$ cat src/rtl/hbg_pkg.sv
package hbg_pkg;
  typedef enum logic {
    OC_RUN  = 1'b0,
    OC_HOLD = 1'b1
  } oc_state_e;

  function automatic int cyc_per_us(input int clk_hz);
    return clk_hz / 1_000_000;
  endfunction
endpackage

$ cat src/rtl/hbg_wake.sv
module hbg_wake #(
  parameter int WAKE_CYC = 1000
) (
  input  logic clk,
  input  logic rst,
  input  logic sleep_n_i,
  output logic ready_o
);
  localparam int W = $clog2(WAKE_CYC + 1);
  localparam logic [W-1:0] LIM = W'(WAKE_CYC);

  logic [W-1:0] cnt_q;

  always_ff @(posedge clk) begin
    if (rst || !sleep_n_i) begin
      cnt_q <= '0;
    end else if (cnt_q != LIM) begin
      cnt_q <= cnt_q + 1'b1;
    end
  end

  assign ready_o = (cnt_q == LIM);

  p_wake_sleep_r11: assert property (@(posedge clk) disable iff (rst)
    !sleep_n_i |=> !ready_o);
endmodule

$ cat src/rtl/hbg_oc_timer.sv
module hbg_oc_timer
  import hbg_pkg::*;
#(
  parameter int DEG_CYC   = 150,
  parameter int RETRY_CYC = 80000
) (
  input  logic clk,
  input  logic rst,
  input  logic clr_i,
  input  logic trip_i,
  output logic block_o
);
  localparam int DW = $clog2(DEG_CYC + 1);
  localparam int RW = $clog2(RETRY_CYC + 1);
  localparam logic [DW-1:0] DLIM = DW'(DEG_CYC - 1);
  localparam logic [RW-1:0] RLIM = RW'(RETRY_CYC - 1);

  oc_state_e    st_q;
  logic [DW-1:0] dcnt_q;
  logic [RW-1:0] rcnt_q;

  always_ff @(posedge clk) begin
    if (rst || clr_i) begin
      st_q   <= OC_RUN;
      dcnt_q <= '0;
      rcnt_q <= '0;
    end else begin
      case (st_q)
        OC_RUN: begin
          if (!trip_i) begin
            dcnt_q <= '0;
          end else if (dcnt_q == DLIM) begin
            st_q   <= OC_HOLD;
            dcnt_q <= '0;
            rcnt_q <= '0;
          end else begin
            dcnt_q <= dcnt_q + 1'b1;
          end
        end
        default: begin
          if (rcnt_q == RLIM) begin
            st_q   <= OC_RUN;
            rcnt_q <= '0;
          end else begin
            rcnt_q <= rcnt_q + 1'b1;
          end
        end
      endcase
    end
  end

  assign block_o = (st_q == OC_HOLD);

  p_trip_seen_r5: assert property (@(posedge clk) disable iff (rst)
    $rose(block_o) |-> $past(trip_i));
  p_retry_bound_r6: assert property (@(posedge clk) disable iff (rst)
    block_o |-> (rcnt_q <= RLIM));
  p_sleep_clear_r11: assert property (@(posedge clk) disable iff (rst)
    clr_i |=> !block_o);
endmodule

$ cat src/rtl/hbg_leg.sv
module hbg_leg #(
  parameter int DEAD_CYC = 2
) (
  input  logic clk,
  input  logic rst,
  input  logic allow_i,
  input  logic en_i,
  input  logic lvl_i,
  output logic hs_o,
  output logic ls_o
);
  localparam int W = $clog2(DEAD_CYC + 1);
  localparam logic [W-1:0] DLOAD = W'(DEAD_CYC);

  logic want_hs, want_ls;
  logic hs_q, ls_q;
  logic [W-1:0] gap_q;

  always_comb begin
    want_hs = allow_i & en_i & lvl_i;
    want_ls = allow_i & en_i & ~lvl_i;
  end

  always_ff @(posedge clk) begin
    if (rst) begin
      hs_q  <= 1'b0;
      ls_q  <= 1'b0;
      gap_q <= '0;
    end else if ((hs_q && !want_hs) || (ls_q && !want_ls)) begin
      hs_q  <= 1'b0;
      ls_q  <= 1'b0;
      gap_q <= DLOAD;
    end else if (gap_q != '0) begin
      gap_q <= gap_q - 1'b1;
    end else begin
      hs_q <= want_hs;
      ls_q <= want_ls;
    end
  end

  assign hs_o = hs_q;
  assign ls_o = ls_q;

  p_no_overlap_r4: assert property (@(posedge clk) disable iff (rst)
    !(hs_q && ls_q));
  p_gap_after_ls_r3: assert property (@(posedge clk) disable iff (rst)
    $fell(ls_q) |=> !hs_q);
  p_gap_after_hs_r3: assert property (@(posedge clk) disable iff (rst)
    $fell(hs_q) |=> !ls_q);
endmodule

$ cat src/rtl/hb_guard_top.sv
module hb_guard_top
  import hbg_pkg::*;
#(
  parameter int N_LEGS    = 2,
  parameter int CLK_HZ    = 50_000_000,
  parameter int DEG_CYC   = 3 * cyc_per_us(CLK_HZ),
  parameter int RETRY_CYC = 1600 * cyc_per_us(CLK_HZ),
  parameter int WAKE_CYC  = 1000 * cyc_per_us(CLK_HZ),
  parameter int DEAD_CYC  = 2
) (
  input  logic              clk,
  input  logic              rst,
  input  logic              sleep_n_i,
  input  logic [N_LEGS-1:0] en_i,
  input  logic [N_LEGS-1:0] lvl_i,
  input  logic              uv_i,
  input  logic              cpuv_i,
  input  logic              oc_i,
  input  logic              strip_i,
  input  logic              otw_i,
  input  logic              ots_i,
  output logic [N_LEGS-1:0] hs_o,
  output logic [N_LEGS-1:0] ls_o,
  output logic              cp_en_o,
  output logic              fault_n_o
);
  logic awake;
  logic oc_block;
  logic allow;
  logic cp_en_q;
  logic fault_n_q;

  hbg_wake #(.WAKE_CYC(WAKE_CYC)) u_wake (
    .clk(clk), .rst(rst), .sleep_n_i(sleep_n_i), .ready_o(awake)
  );

  hbg_oc_timer #(.DEG_CYC(DEG_CYC), .RETRY_CYC(RETRY_CYC)) u_oc (
    .clk(clk), .rst(rst), .clr_i(!sleep_n_i),
    .trip_i(oc_i | strip_i), .block_o(oc_block)
  );

  // priority chain R12: sleep > supply UV > thermal shutdown > OC retry > decode
  always_comb begin
    if (!sleep_n_i || !awake) allow = 1'b0;
    else if (uv_i)            allow = 1'b0;
    else if (ots_i)           allow = 1'b0;
    else if (oc_block)        allow = 1'b0;
    else                      allow = 1'b1;
  end

  for (genvar g = 0; g < N_LEGS; g++) begin : g_leg
    hbg_leg #(.DEAD_CYC(DEAD_CYC)) u_leg (
      .clk(clk), .rst(rst), .allow_i(allow),
      .en_i(en_i[g]), .lvl_i(lvl_i[g]),
      .hs_o(hs_o[g]), .ls_o(ls_o[g])
    );
  end

  always_ff @(posedge clk) begin
    if (rst) begin
      cp_en_q   <= 1'b0;
      fault_n_q <= 1'b1;
    end else begin
      cp_en_q   <= sleep_n_i & ~uv_i & ~ots_i;
      fault_n_q <= ~(sleep_n_i & (oc_block | cpuv_i | otw_i | ots_i));
    end
  end

  assign cp_en_o   = cp_en_q;
  assign fault_n_o = fault_n_q;

  p_uv_off_r9: assert property (@(posedge clk) disable iff (rst)
    uv_i |=> (hs_o == '0 && ls_o == '0 && !cp_en_o));
  p_ots_off_r10: assert property (@(posedge clk) disable iff (rst)
    ots_i |=> (hs_o == '0 && ls_o == '0 && !cp_en_o));
  p_sleep_r11: assert property (@(posedge clk) disable iff (rst)
    !sleep_n_i |=> (hs_o == '0 && ls_o == '0 && !cp_en_o && fault_n_o));
  p_cpuv_flag_r7: assert property (@(posedge clk) disable iff (rst)
    (cpuv_i && sleep_n_i) |=> !fault_n_o);
  p_oc_gates_r5: assert property (@(posedge clk) disable iff (rst)
    oc_block |=> (hs_o == '0 && ls_o == '0));
endmodule

$ cat config.mk
export PLATFORM = sky130hd
export DESIGN_NAME = hb_guard_top
export DESIGN_NICKNAME = d
export VERILOG_FILES = /design/src/rtl/hbg_pkg.sv /design/src/rtl/hbg_wake.sv /design/src/rtl/hbg_oc_timer.sv /design/src/rtl/hbg_leg.sv /design/src/rtl/hb_guard_top.sv
export SDC_FILE = /design/constraint.sdc
export NUM_CORES = 1
export LEC_CHECK = 0
export BUFFER_PORTS_ARGS = -buffer_cell sky130_fd_sc_hd__buf_2
export CORE_MARGIN = 3
export CORE_UTILIZATION = 50
export DETAILED_ROUTE_END_ITERATION = 10
export PLACE_DENSITY = 0.71
export SYNTH_ARGS = -nofsm -noshare
export SYNTH_HDL_FRONTEND = slang
export SYNTH_SLANG_ARGS = --single-unit
$ cat constraint.sdc
create_clock -name clk -period 4.56 [get_ports clk]
set_input_delay 0.912 -clock clk [delete_from_list [all_inputs] [get_ports clk]]
set_output_delay 0.912 -clock clk [all_outputs]
set_load 0.03 [all_outputs]
==> run_results.csv <==
group,metric,value,unit
global_route,grt_overflow,0,
clocking,holdBufCountCts,0,
worst_setup_path,crit_type,"in -> reg",
drt,wl,5.08,mm
logic_synthesis,yosysMostFrequentCell,"dfxtp_1",
logic_synthesis,yosysSeqAreaShare,39.7,%
logic_synthesis,yosysTopAreaCell,"dfxtp_1",
hold_path,hold_path.class,"reg -> reg",
floorplanning,die_h,78.4,um
logic_synthesis,synth_area_leaders,"dfxtp_1 40%, nor2_1 4.9%, nand3_1 3.8%",
worst_setup_path,crit_arrival,2.72,ns
floorplanning,rows,25,
placement,io_buffers,18,
worst_setup_path,ff2ff_setup_slack,2.54,ns
global_route,grt_pass1_wl,8.87,mm
cells_and_area,ff_latch_area,1040,um^2
job,cap_violations,0,
worst_setup_path,critPathMaxFanout,33,
logic_synthesis,synth_common_cells,"52 x dfxtp_1, 34 x nor2_1, 23 x nand2_1",
clocking,clock-root-buffer,"clkbuf_8",
global_route,grt_max_degree,34,
drt,drtIter0Drc,112,
worst_setup_path,start_kind,"input port",
placement,pre_cts_ws,1.74,ns
drt,drc_errors,0,
floorplanning,die_area,6150,um^2
clocking,cts_tree,"built",
logic_synthesis,yosys.area.top_type_share,39.7,%
cells_and_area,drive_gt1_share,15.4,%
logic_synthesis,synth-edff-count,0,
global_route,antenna_found_initial,0,
logic_synthesis,syn_area_per_cell,8.86,um^2
floorplanning,start_util,53.7,%
global_route,grt_pass1_vias,2030,
global_route,grt_use_total,17.6,%
floorplanning,ios,19,
sta,finalHoldViolCount,0,
placement,dpl_cell_area,2740,um^2
power_and_ir_drop,vdd_ir_drop_max,0.000177,V
drt,antenna_left,0,
drt,route.vias.total,2125,
floorplanning,coreArea,4880,um^2
clocking,clkTransAtPathRegs,0.09,ns
clocking,post_cts_buffers,0,
logic_synthesis,ys_warn_count,0,
sta,fin_hold_ws,0.474,ns
floorplanning,die_width,78.4,um
sta,setup_slack,2.10,ns
drt,wl_per_cell,13.4,um
power_and_ir_drop,leakage,1.00,nW
sta,tightestPinTransition,1.10,ns
logic_synthesis,yosysUniqueCellTypes,59,
cells_and_area,stdcell_area,2850,um^2
logic_synthesis,synth_ff_type,"dfxtp_1",
logic_synthesis,synth_nets,314,
cells_and_area,syn_to_final_growth,8.78,%
drt,drt_pass1_iterations,6,
logic_synthesis,syn_area,2620,um^2
cells_and_area,nets,328,
sta,drv_slew,0,
worst_setup_path,required,4.82,ns
clocking,cts.sinks,52,
placement,gp_congestion,0.775,
power_and_ir_drop,powerDensity,287,nW/um^2
cells_and_area,antenna_cells,0,
cells_and_area,multiInputGateArea,1490,um^2
sta,period_share,54.0,%
placement,dp_cells,370,
sta,rsz0062_at_grt,"false",
sta,clock_skew,0.00625,ns
drt,viasPerCell,5.62,
clocking,numCtsBuffers,5,
logic_synthesis,postSynth.asyncResetShare,0,%
clocking,h-tree-depth,2,
clocking,clk_path_buf_depth,2,
logic_synthesis,synthCells,296,
worst_setup_path,endpoint_kind,"register",
sta,final.setup.tns,0,ns
sta,slew_headroom,25.8,%
cells_and_area,instances_no_fill,378,
sta,setup_viol,0,
logic_synthesis,ys_seq_elements,52,
sta,fmax,0.406,GHz
cells_and_area,fillers,452,
sta,post-route-min-period,2.46,ns
placement,dp_hpwl,3.52,mm
outcome,status,"completed",
clocking,cts_resized,0,
clocking,clk_latency,0.31,ns
-- sequential cells by signal (all words and copies together) (netlist names) --
signal             count
u_wake.cnt_q          16
u_oc.rcnt_q           17
u_oc.block_o           1
cp_en_o                1
g_leg.u_leg.gap_q      4
u_oc.dcnt_q            8
g_leg.u_leg.hs_o       2
fault_n_o              1
g_leg.u_leg.ls_o       2
-- metal layers --
layer	wire, um	global-route usage (%)	vias up
met5	0	0	-
met2	2240	28.3	24
met3	141	4.47	6
met1	2640	23.1	999
li1	-	-	1096
met4	60	5.42	0
-- logic make-up after synthesis --
| logic type | count (synthesis) | synth area share (%) |
|---|---|---|
| buffers and inverters | 20 | 3.67 |
| adder cells (fa/ha/maj) | 5 | 2.39 |
| XOR/XNOR | 19 | 6.35 |
| AND/OR/NAND/NOR | 142 | 32.1 |
| multiplexers | 2 | 0.763 |
| AO/OA/AOI/OAI | 56 | 15.1 |
| flip-flops | 52 | 39.7 |
-- worst max-delay path, stage by stage --
cell	delay [ns]
buf_2	0.15
nand2b_1	0.15
buf_4	0.25
nor3_1	0.92
o21bai_1	0.22
a21o_1	0.12
-- final timing paths --
check        cells past startpoint                    start                 endpoint
min                              2  g_leg[0].u_leg.gap_q[1]  g_leg[0].u_leg.gap_q[1]
max                              6                      rst          u_oc.rcnt_q[11]
max reg2reg                      7           u_oc.dcnt_q[1]          u_oc.rcnt_q[11]
min reg2reg                      2  g_leg[0].u_leg.gap_q[1]  g_leg[0].u_leg.gap_q[1]
-- layout make-up --
cell class	instances	share of cell area, %
Clock buffer	5	2.41
Clock inverter	3	1.62
Inverter	8	1.05
Multi-Input combinational cell	224	52.1
Sequential cell	52	36.5
Tap cell	67	2.94
Timing Repair Buffer	19	3.42
-- power breakdown --
part	switching [mW]	internal, mW
sequential	0.00234	0.456
combinational	0.0214	0.0129
clock	0.160	0.165
total	0.184	0.634
-- per-stage QoR --
step / total power [mW] / util (%)
floorplan: 0.490 / -
global placement: 0.503 / 56.1
detailed placement: 0.503 / 56.1
CTS: 0.828 / 58.5
global route: 0.846 / 58.5
finish: 0.818 / 58.5
-- layout by cell type (no fill, tap or decap), types with 2 or more instances in the layout --
| cell type | count |
|---|---|
| nor2b_1 | 3 |
| nand3_1 | 20 |
| nor2_4 | 3 |
| o21ai_1 | 5 |
| nand3b_1 | 3 |
| nand4_1 | 7 |
| ha_1 | 5 |
| nor2_1 | 34 |
| and4_1 | 3 |
| and3_1 | 11 |
| clkbuf_8 | 5 |
| and2_1 | 2 |
| xnor2_1 | 11 |
| dfxtp_1 | 52 |
| o2111a_1 | 4 |
| or3_1 | 6 |
| mux2i_1 | 2 |
| a41oi_1 | 2 |
| nor3_1 | 7 |
| xor2_1 | 8 |
| o21ai_0 | 7 |
| a311oi_1 | 5 |
| o22ai_2 | 2 |
| nor4b_2 | 2 |
| inv_1 | 7 |
| buf_2 | 18 |
| nand2_1 | 23 |
| nand2b_1 | 2 |
| a21oi_1 | 18 |
| o41ai_1 | 2 |
Power figures use the tool's default switching activity.
